## src/rtl/irqc_pkg.sv

```systemverilog
package irqc_pkg;
  localparam int unsigned DATA_W = 32;

  typedef enum logic [2:0] {
    RG_STAT   = 3'd0,
    RG_PEND   = 3'd1,
    RG_EN     = 3'd2,
    RG_ACK    = 3'd3,
    RG_SETEN  = 3'd4,
    RG_CLREN  = 3'd5,
    RG_VEC    = 3'd6,
    RG_MASTER = 3'd7
  } reg_idx_e;

  localparam logic [DATA_W-1:0] VEC_NONE = '1;
endpackage

```

## src/rtl/irqc_capture.sv

```systemverilog
module irqc_capture #(
  parameter int unsigned NUM_SRC     = 32,
  parameter logic [31:0] EDGE_KIND   = 32'h0,
  parameter int unsigned SYNC_STAGES = 2
) (
  input  logic               clk,
  input  logic               rst_n,
  input  logic [NUM_SRC-1:0] src_i,
  input  logic [NUM_SRC-1:0] ack_i,
  output logic [NUM_SRC-1:0] status_o
);
  localparam logic [NUM_SRC-1:0] EDGE_MASK = EDGE_KIND[NUM_SRC-1:0];

  logic [NUM_SRC-1:0] sync_q [SYNC_STAGES];
  logic [NUM_SRC-1:0] prev_q;
  logic [NUM_SRC-1:0] seen;
  logic [NUM_SRC-1:0] hit;
  logic [NUM_SRC-1:0] lvl_hit;
  logic [NUM_SRC-1:0] stat_q, stat_d;

  always_ff @(posedge clk or negedge rst_n) begin
    if (!rst_n) sync_q[0] <= '0;
    else        sync_q[0] <= src_i;
  end

  for (genvar g = 1; g < SYNC_STAGES; g++) begin : g_sync
    always_ff @(posedge clk or negedge rst_n) begin
      if (!rst_n) sync_q[g] <= '0;
      else        sync_q[g] <= sync_q[g-1];
    end
  end

  assign seen    = sync_q[SYNC_STAGES-1];
  assign hit     = seen & ~(prev_q & EDGE_MASK);
  assign lvl_hit = seen & ~EDGE_MASK;

  always_comb begin
    stat_d = (stat_q & ~ack_i) | hit;
  end

  always_ff @(posedge clk or negedge rst_n) begin
    if (!rst_n) begin
      prev_q <= '0;
      stat_q <= '0;
    end else begin
      prev_q <= seen;
      stat_q <= stat_d;
    end
  end

  assign status_o = stat_q;


  level_hold_chk: assert property (@(posedge clk) disable iff (!rst_n)
    (lvl_hit != '0) |=> ((status_o & $past(lvl_hit)) == $past(lvl_hit)));


  ack_clear_chk: assert property (@(posedge clk) disable iff (!rst_n)
    ((ack_i & ~hit) != '0) |=> ((status_o & $past(ack_i & ~hit)) == '0));


  edge_once_chk: assert property (@(posedge clk) disable iff (!rst_n)
    ((EDGE_MASK & seen & prev_q & ack_i) != '0)
      |=> ((status_o & $past(EDGE_MASK & seen & prev_q & ack_i)) == '0));
endmodule

```

## src/rtl/irqc_prio.sv

```systemverilog
module irqc_prio #(
  parameter int unsigned NUM_SRC = 32
) (
  input  logic [NUM_SRC-1:0]          pend_i,
  output logic [irqc_pkg::DATA_W-1:0] vec_o
);
  import irqc_pkg::*;

  logic [DATA_W-1:0] vec_d;

  always_comb begin
    vec_d = VEC_NONE;
    for (int i = NUM_SRC - 1; i >= 0; i--) begin
      if (pend_i[i]) vec_d = DATA_W'(i);
    end
  end

  assign vec_o = vec_d;


  always_comb begin
    vec_none_chk: assert ((pend_i == '0) == (vec_d == VEC_NONE));
  end
endmodule

```

## src/rtl/irqc_regs.sv

```systemverilog
module irqc_regs #(
  parameter int unsigned NUM_SRC = 32,
  parameter int unsigned ADDR_W  = 4
) (
  input  logic                        clk,
  input  logic                        rst_n,
  input  logic                        bus_sel,
  input  logic                        bus_wr,
  input  logic [ADDR_W-1:0]           bus_addr,
  input  logic [irqc_pkg::DATA_W-1:0] bus_wdata,
  input  logic [NUM_SRC-1:0]          status_i,
  input  logic [NUM_SRC-1:0]          pend_i,
  input  logic [irqc_pkg::DATA_W-1:0] vec_i,
  output logic [NUM_SRC-1:0]          en_o,
  output logic [1:0]                  master_o,
  output logic [NUM_SRC-1:0]          ack_o,
  output logic [irqc_pkg::DATA_W-1:0] rdata_o
);
  import irqc_pkg::*;

  logic               in_map;
  reg_idx_e           idx;
  logic               wr_stb, rd_stb;
  logic [NUM_SRC-1:0] wmask;
  logic [NUM_SRC-1:0] en_q, en_d;
  logic               en_ld;
  logic [1:0]         mst_q, mst_d;
  logic               mst_ld;
  logic [DATA_W-1:0]  rdata_d;

  assign in_map = ((bus_addr >> 3) == '0);
  assign idx    = reg_idx_e'(bus_addr[2:0]);
  assign wr_stb = bus_sel & bus_wr & in_map;
  assign rd_stb = bus_sel & ~bus_wr & in_map;
  assign wmask  = bus_wdata[NUM_SRC-1:0];

  always_comb begin
    en_ld  = 1'b0;
    en_d   = en_q;
    mst_ld = 1'b0;
    mst_d  = mst_q;
    ack_o  = '0;
    if (wr_stb) begin
      unique case (idx)
        RG_EN:     begin en_ld = 1'b1; en_d = wmask;         end
        RG_SETEN:  begin en_ld = 1'b1; en_d = en_q | wmask;  end
        RG_CLREN:  begin en_ld = 1'b1; en_d = en_q & ~wmask; end
        RG_ACK:    ack_o = wmask;
        RG_MASTER: begin mst_ld = 1'b1; mst_d = bus_wdata[1:0]; end
        default:   ;
      endcase
    end
  end

  always_ff @(posedge clk or negedge rst_n) begin
    if (!rst_n)     en_q <= '0;
    else if (en_ld) en_q <= en_d;
  end

  always_ff @(posedge clk or negedge rst_n) begin
    if (!rst_n)      mst_q <= '0;
    else if (mst_ld) mst_q <= mst_d;
  end

  always_comb begin
    rdata_d = '0;
    if (rd_stb) begin
      unique case (idx)
        RG_STAT:   rdata_d = DATA_W'(status_i);
        RG_PEND:   rdata_d = DATA_W'(pend_i);
        RG_EN:     rdata_d = DATA_W'(en_q);
        RG_VEC:    rdata_d = vec_i;
        RG_MASTER: rdata_d = DATA_W'(mst_q);
        default:   rdata_d = '0;
      endcase
    end
  end

  assign en_o     = en_q;
  assign master_o = mst_q;
  assign rdata_o  = rdata_d;


  set_en_chk: assert property (@(posedge clk) disable iff (!rst_n)
    (wr_stb && idx == RG_SETEN) |=> ((en_o & $past(wmask)) == $past(wmask)));


  clr_en_chk: assert property (@(posedge clk) disable iff (!rst_n)
    (wr_stb && idx == RG_CLREN) |=> ((en_o & $past(wmask)) == '0));


  ro_write_chk: assert property (@(posedge clk) disable iff (!rst_n)
    (bus_sel && bus_wr && !in_map) |=> ($stable(en_o) && $stable(master_o)));
endmodule

```

## src/rtl/irq_vector_ctrl.sv

```systemverilog
module irq_vector_ctrl #(
  parameter int unsigned NUM_SRC   = 32,
  parameter logic [31:0] EDGE_KIND = 32'h0,
  parameter int unsigned ADDR_W    = 4
) (
  input  logic               clk,
  input  logic               rst_n,
  input  logic [NUM_SRC-1:0] src_i,
  input  logic               bus_sel,
  input  logic               bus_wr,
  input  logic [ADDR_W-1:0]  bus_addr,
  input  logic [31:0]        bus_wdata,
  output logic [31:0]        bus_rdata,
  output logic               irq_o
);
  import irqc_pkg::*;

  logic               rs1_q, rs2_q;
  logic               rst_sync_n;
  logic [NUM_SRC-1:0] status, en, ack, pend;
  logic [1:0]         master;
  logic [DATA_W-1:0]  vec;
  logic               irq_q, irq_d;

  always_ff @(posedge clk or negedge rst_n) begin
    if (!rst_n) begin
      rs1_q <= 1'b0;
      rs2_q <= 1'b0;
    end else begin
      rs1_q <= 1'b1;
      rs2_q <= rs1_q;
    end
  end
  assign rst_sync_n = rs2_q;

  irqc_capture #(
    .NUM_SRC(NUM_SRC), .EDGE_KIND(EDGE_KIND), .SYNC_STAGES(2)
  ) u_capture (
    .clk(clk), .rst_n(rst_sync_n), .src_i(src_i), .ack_i(ack), .status_o(status)
  );

  assign pend = status & en;

  irqc_prio #(.NUM_SRC(NUM_SRC)) u_prio (.pend_i(pend), .vec_o(vec));

  irqc_regs #(.NUM_SRC(NUM_SRC), .ADDR_W(ADDR_W)) u_regs (
    .clk(clk), .rst_n(rst_sync_n),
    .bus_sel(bus_sel), .bus_wr(bus_wr), .bus_addr(bus_addr), .bus_wdata(bus_wdata),
    .status_i(status), .pend_i(pend), .vec_i(vec),
    .en_o(en), .master_o(master), .ack_o(ack), .rdata_o(bus_rdata)
  );

  always_comb begin
    irq_d = (master == 2'b11) && (pend != '0);
  end

  always_ff @(posedge clk or negedge rst_sync_n) begin
    if (!rst_sync_n) irq_q <= 1'b0;
    else             irq_q <= irq_d;
  end

  assign irq_o = irq_q;


  irq_rise_chk: assert property (@(posedge clk) disable iff (!rst_sync_n)
    $rose(irq_o) |-> $past(master == 2'b11 && pend != '0));


  irq_gate_chk: assert property (@(posedge clk) disable iff (!rst_sync_n)
    (master != 2'b11) |=> !irq_o);
endmodule

```

## config.mk

```make
export PLATFORM = sky130hd
export DESIGN_NAME = irq_vector_ctrl
export DESIGN_NICKNAME = d
export VERILOG_FILES = /design/src/rtl/irqc_pkg.sv /design/src/rtl/irqc_capture.sv /design/src/rtl/irqc_prio.sv /design/src/rtl/irqc_regs.sv /design/src/rtl/irq_vector_ctrl.sv
export SDC_FILE = /design/constraint.sdc
export NUM_CORES = 1
export LEC_CHECK = 0
export ABC_AREA = 1
export BUFFER_PORTS_ARGS = -buffer_cell sky130_fd_sc_hd__buf_2
export CAP_MARGIN = 15
export CELL_PAD_IN_SITES_DETAIL_PLACEMENT = 1
export CELL_PAD_IN_SITES_GLOBAL_PLACEMENT = 1
export CORE_UTILIZATION = 40
export CTS_CLUSTER_DIAMETER = 50
export DETAILED_ROUTE_END_ITERATION = 10
export PLACE_DENSITY = 0.75
export SETUP_SLACK_MARGIN = 0.1
export SYNTH_ARGS = -nofsm -noshare
export SYNTH_HDL_FRONTEND = slang
export SYNTH_SLANG_ARGS = --single-unit
```

## constraint.sdc

```tcl
create_clock -name clk -period 5.8 [get_ports clk]
set_input_delay 0.58 -clock clk [delete_from_list [all_inputs] [get_ports clk]]
set_output_delay 0.58 -clock clk [all_outputs]
set_load 0.02 [all_outputs]
```

==> metrics, run 1 <==
status=complete, no violations; Sw Ratio=29.6%; WL final=15,900 µm; Max clock buf depth=2; layout cell share with drive strength beyond 1=24.0%; share of the synthesized area in the top cell type=58.5%; highest-count cells in the layout ignoring fill and taps=dfrtp_1, inv_1, buf_2; main area contributors after synthesis=dfrtp_1, a21oi_1, inv_1; fin crit share=70.6%; Vias per Instance=5.15; critical path's slowest cell=nand2_1; Crit Path Class=reg2out; unrepaired setup endpoints after global routing=no; setup ws final=1710 ps; CP Launch Type=flip-flop; io pins=105; Leakage=3.50 nW; CP peak stage delay=810 ps; Buf/Inv on CP=1; GRT Resource Usage Total=23.0%; routed vias=4,775; synth warn=0; FF+latch area=3330 µm²; # DRC=0; clock power share=42.5%; Skew-Pair Late Insertion Delay=420 ps; Top Family by Delay on Critical Path=simple AND/OR/NAND/NOR gates; CORE AREA=13,900 µm²; critical-path cell list=nand2_2 -> nand2_1 -> nor4_1 -> nand3_1 -> nor4_1 -> nand2_1 -> a21oi_1 -> buf_2; Comb power frac=15.4%; number of post-CTS setup repair buffers=0; synthesized area per cell=9.08 µm²; vias in the first global route=5,159; fin crit period=4090 ps; area leader, netlist=dfrtp_1; P_int=1.81 mW; antenna viol nets, final=0; chip height=121 µm; Mapped Nets=699; sequential share of the synthesized area=58.5%; I/O Buffers=104; grt ovf=0; synth-to-layout area growth=24.8%; Pre-antenna DRT Iters=4; cell count after synthesis=627; distinct cell type count after synthesis=26; area of the multi-input gates=1850 µm²; P_sw=761 µW; critical path capture point type=output pin; Clock Skew=10.9 ps; Clock Tree Root=clkbuf_16; fmax=0.244 GHz; RD Place Congestion=0.816; Starting Density=41.0%; number of placement rows=43; antenna violations before repair=0; Hold Vio Cnt, Final=0; CP required=5220 ps; Die Wd=121 µm; mapped cell area=5690 µm²; H-tree Lvls=4; dpl ws=2180 ps; critical-path maximum fanout=27; final setup vio count=0; Min-Delay Path Class=in2reg; 1st-iter DRT viols=294; WL/cell=17.1 µm; commonest non-fill, non-tap cell in the layout=dfrtp_1; largest net degree at the start of global routing=70; Slew HR=22.6%; DP Wirelength=10,400 µm; CTS tree=done; TritonCTS buffer count=17; CTS Sinks=133; CP Data Arrival Time=3510 ps; sequential fraction of design power=42.2%; Slew Limit Fails=0; synthesized flop and latch total=133; first-pass GRT wire length=25,800 µm; Cell Pwr Density=362 nW/µm²; fillers=1,642; IR drop worst, VDD=0.000377 V; Die Area=14,700 µm²; Max Cap Violations=0; n_diodes=0; Reg clk slew, reported paths=70 ps; total negative setup slack=0 ps; final net count=806; worst slew pin tran=1160 ps
-- final cells by class --
type,instances,area share [%]
repair buffers,114,9.55
well taps,180,3.17
clock buffers,18,6.04
flip-flops and latches,133,46.9
multi-input cells,355,26.0
clock inverters,14,2.36
inverters,113,5.97
-- what timing repair did --
action / in CTS / in global routing
resized for setup: 0 / 0
hold buffers: 1 / 0
endpoints found under the hold margin: 2 / 0
-- path summary, 6_finish.rpt --
check,start,to,slack (ps),cells past startpoint
min,src_i[23],u_capture.sync_q[55],260,1
max,u_capture.status_o[13],bus_rdata[25],1710,8
min reg2reg,u_capture.sync_q[51],u_capture.hit[19],340,0
max in group asynchronous,rs2_q,u_capture.status_o[14],3990,1
min in group asynchronous,rs2_q,u_capture.sync_q[63],440,0
max reg2reg,u_capture.status_o[13],irq_o,3910,6
-- stage by stage --
stage               utilization (%)  area [µm²]  std cells  power [mW]  hold WS (ps)
detailed placement             46.0        6390        890        1.49           336
global placement               46.0        6390        890        1.46           332
CTS                            50.4        6990        923        2.59           239
global route                   51.2        7100        927        2.69           240
finish                         51.2        7100        927        2.57           255
floorplan                         -        5690        627        1.36           284
-- flip-flops by register name, summed over array words and instances (netlist names) --
| register | count |
|---|---|
| u_regs.en_o | 32 |
| rs1_q | 1 |
| irq_o | 1 |
| u_capture.status_o | 32 |
| rs2_q | 1 |
| u_regs.master_o | 2 |
| u_capture.sync_q | 32 |
| u_capture.hit | 32 |
-- layer usage --
layer / up-vias / track usage (%) / routed length [µm]
li1: 2269 / - / -
met1: 2373 / 28.8 / 6930
met2: 114 / 39.0 / 8090
met3: 19 / 4.79 / 609
met4: 0 / 8.95 / 239
met5: - / 0 / 0
-- power by group through the flow --
stage / Sequential [mW] / Combinational [mW] / Clock, mW
6_report: 1.08 / 0.395 / 1.09
5_1_grt: 1.10 / 0.443 / 1.15
4_1_cts: 1.09 / 0.393 / 1.11
3_5_place_dp: 1.10 / 0.385 / 0
3_3_place_gp: 1.09 / 0.367 / 0
2_1_floorplan: 1.09 / 0.269 / 0
-- worst register-to-register path: stages (launching register included) --
cell,delay [ps]
dfrtp_1,400
nand2_2,100
nand2_1,80
nor4_1,540
nand3_1,140
nor4_1,370
nor3_1,110
-- synth_stat cells --
library cell	n
clkbuf_1	23
nor4_1	2
nand2_1	98
a311oi_1	1
nor2_1	15
nor3_1	6
a2111oi_0	1
dfrtp_1	133
a21oi_1	87
nand2_4	11
a21oi_2	1
o21ai_1	3
nand2_2	17
buf_2	2
buf_1	1
nand3_1	3
nand3b_1	1
nand4_1	2
o22ai_1	60
inv_2	2
a22oi_1	1
a221oi_1	4
inv_1	111
o21bai_1	1
o21ai_0	40
conb_1	1
-- kinds of logic (layout without fill, tap and decap cells) --
logic type             count (synthesis)  in the layout  synth area share, %
buffers and inverters                139            259                 9.21
other                                  1              1               0.0659
AND/OR/NAND/NOR                      155            155                 12.9
AO/OA/AOI/OAI                        199            199                 19.4
flip-flops                           133            133                 58.5
Note: power is estimated with default switching activity, not from simulation.
==> inputs of run 2 (changes only) <==
==> constraint.sdc (replaced) <==
create_clock -name clk -period 3.8 [get_ports clk]
set_input_delay 0.38 -clock clk [delete_from_list [all_inputs] [get_ports clk]]
set_output_delay 0.38 -clock clk [all_outputs]
set_load 0.02 [all_outputs]
==> run 2 against run 1 <==
Global-route usage is 1.1 points higher. Non-clock buffer count rose by 2. Cell count grew 0.22%. Sequential share of layout area is 0.58 points higher. Clock skew is 1.7 ps lower. First-iteration DRC count down 14%. Largest power group is now registers.
==> metrics, run 2 (same netlist as run 1, synthesis figures left out) <==
Slew HR=29.7%; unrepaired setup endpoints after global routing=no; CORE AREA=13,900 µm²; grt ovf=0; final net count=808; Pre-antenna DRT Iters=6; critical path's slowest cell=nor4_1; RD Place Congestion=0.806; fin crit period=3390 ps; P_int=2.69 mW; Die Area=14,700 µm²; highest-count cells in the layout ignoring fill and taps=dfrtp_1, inv_1, buf_2; CP Launch Type=flip-flop; CP Data Arrival Time=3010 ps; WL final=16,400 µm; Min-Delay Path Class=in2reg; Vias per Instance=5.26; I/O Buffers=104; fmax=0.295 GHz; critical-path cell list=nand2_2 -> nand2_1 -> nor4_1 -> nand3_1 -> nor4_1 -> nand2_1 -> buf_4 -> a21oi_1 -> buf_2; clock power share=40.4%; Cell Pwr Density=541 nW/µm²; Comb power frac=16.1%; routed vias=4,884; # DRC=0; vias in the first global route=5,318; Clock Skew=9.20 ps; CTS tree=done; Starting Density=41.0%; Reg clk slew, reported paths=60 ps; DP Wirelength=11,100 µm; critical path capture point type=output pin; P_sw=1.11 mW; status=complete, no violations; total negative setup slack=0 ps; CTS resizes=0; TritonCTS buffer count=17; layout cell share with drive strength beyond 1=24.0%; Buf/Inv on CP=2; Crit Path Class=reg2out; 1st-iter DRT viols=253; CP peak stage delay=570 ps; Slew Limit Fails=0; number of placement rows=43; Leakage=3.46 nW; H-tree Lvls=4; synth-to-layout area growth=23.3%; worst slew pin tran=1050 ps; WL/cell=17.7 µm; fin crit share=89.3%; Sw Ratio=29.3%; io pins=105; antenna viol nets, final=0; final non-filler cell total=929; Max clock buf depth=2; chip height=121 µm; Top Family by Delay on Critical Path=simple AND/OR/NAND/NOR gates; CTS Sinks=133; Max Cap Violations=0; Hold Vio Cnt, Final=0; Die Wd=121 µm; hold_ws=61.1 ps; Cell Area, Placed=6450 µm²; critical-path maximum fanout=20; first-pass GRT wire length=26,800 µm; final setup vio count=0; Skew-Pair Late Insertion Delay=420 ps; Cell Count Post-Placement=896; antenna violations before repair=0; Clock Tree Root=clkbuf_16; n_diodes=0; largest net degree at the start of global routing=56; cell area after layout=7020 µm²; sequential fraction of design power=43.5%; IR drop worst, VDD=0.000312 V; commonest non-fill, non-tap cell in the layout=dfrtp_1; GRT Resource Usage Total=24.2%; CP required=3420 ps
==> run 2: cell count changes in the layout (fill, tap and decap cells not counted) <==
| cell | previous run | this run |
|---|---|---|
| clkinvlp_4 | 2 | 5 |
| inv_8 | 2 | 0 |
| buf_4 | 5 | 10 |
| buf_16 | 4 | 1 |
| clkinv_2 | 0 | 3 |
| inv_6 | 5 | 0 |
| clkbuf_1 | 1 | 2 |
| bufinv_16 | 2 | 1 |
| clkbuf_8 | 0 | 1 |
==> run 2: layer usage <==
layer	global-route usage [%]	share of wire [%]	up-vias
met3	4.93	4.1	20
met4	9.18	1.4	0
met1	29.9	44	2455
li1	-	-	2278
met2	41.3	51	131
met5	0	0	-
==> run 2: area by class of cell <==
class | count | area (µm²)
clock buffer | 20 | 447
clock inverter | 12 | 109
fill | 1664 | 6860
inverter | 113 | 424
multi-input combinational | 355 | 1850
sequential | 133 | 3330
tap | 180 | 225
timing repair buffer | 116 | 633
==> run 2: per-stage QoR <==
stage	setup slack [ps]	util (%)	total power [mW]
3_5_place_dp	854	46.5	2.28
2_1_floorplan	1390	-	2.08
6_report	406	50.6	3.80
3_3_place_gp	1030	46.3	2.24
4_1_cts	406	50.6	3.83
5_1_grt	109	50.6	3.98
==> run 2: what timing repair did <==
action | in CTS | in global routing
hold buffers | 1 | 0
endpoints found under the setup margin | 0 | 0
endpoints found under the hold margin | 2 | 0
setup buffers | 0 | 0
==> run 2: power by group through the flow <==
stage	sequential, mW	combinational [mW]	clock [mW]
6_report	1.65	0.612	1.53
3_5_place_dp	1.68	0.601	0
4_1_cts	1.65	0.612	1.57
3_3_place_gp	1.66	0.574	0
5_1_grt	1.67	0.688	1.62
2_1_floorplan	1.67	0.410	0
==> run 2: worst paths after layout <==
path,end,slack [ps],cells past startpoint,startpoint
setup / recovery,bus_rdata[17],410,9,u_capture.status_o[15]
hold / removal,u_capture.sync_q[55],60,1,src_i[23]
setup reg to reg,irq_o,1970,6,u_capture.status_o[15]
hold reg to reg,u_capture.hit[7],350,0,u_capture.sync_q[39]
max in group asynchronous,u_capture.status_o[0],2400,1,rs2_q
min in group asynchronous,rs2_q,260,2,rst_n
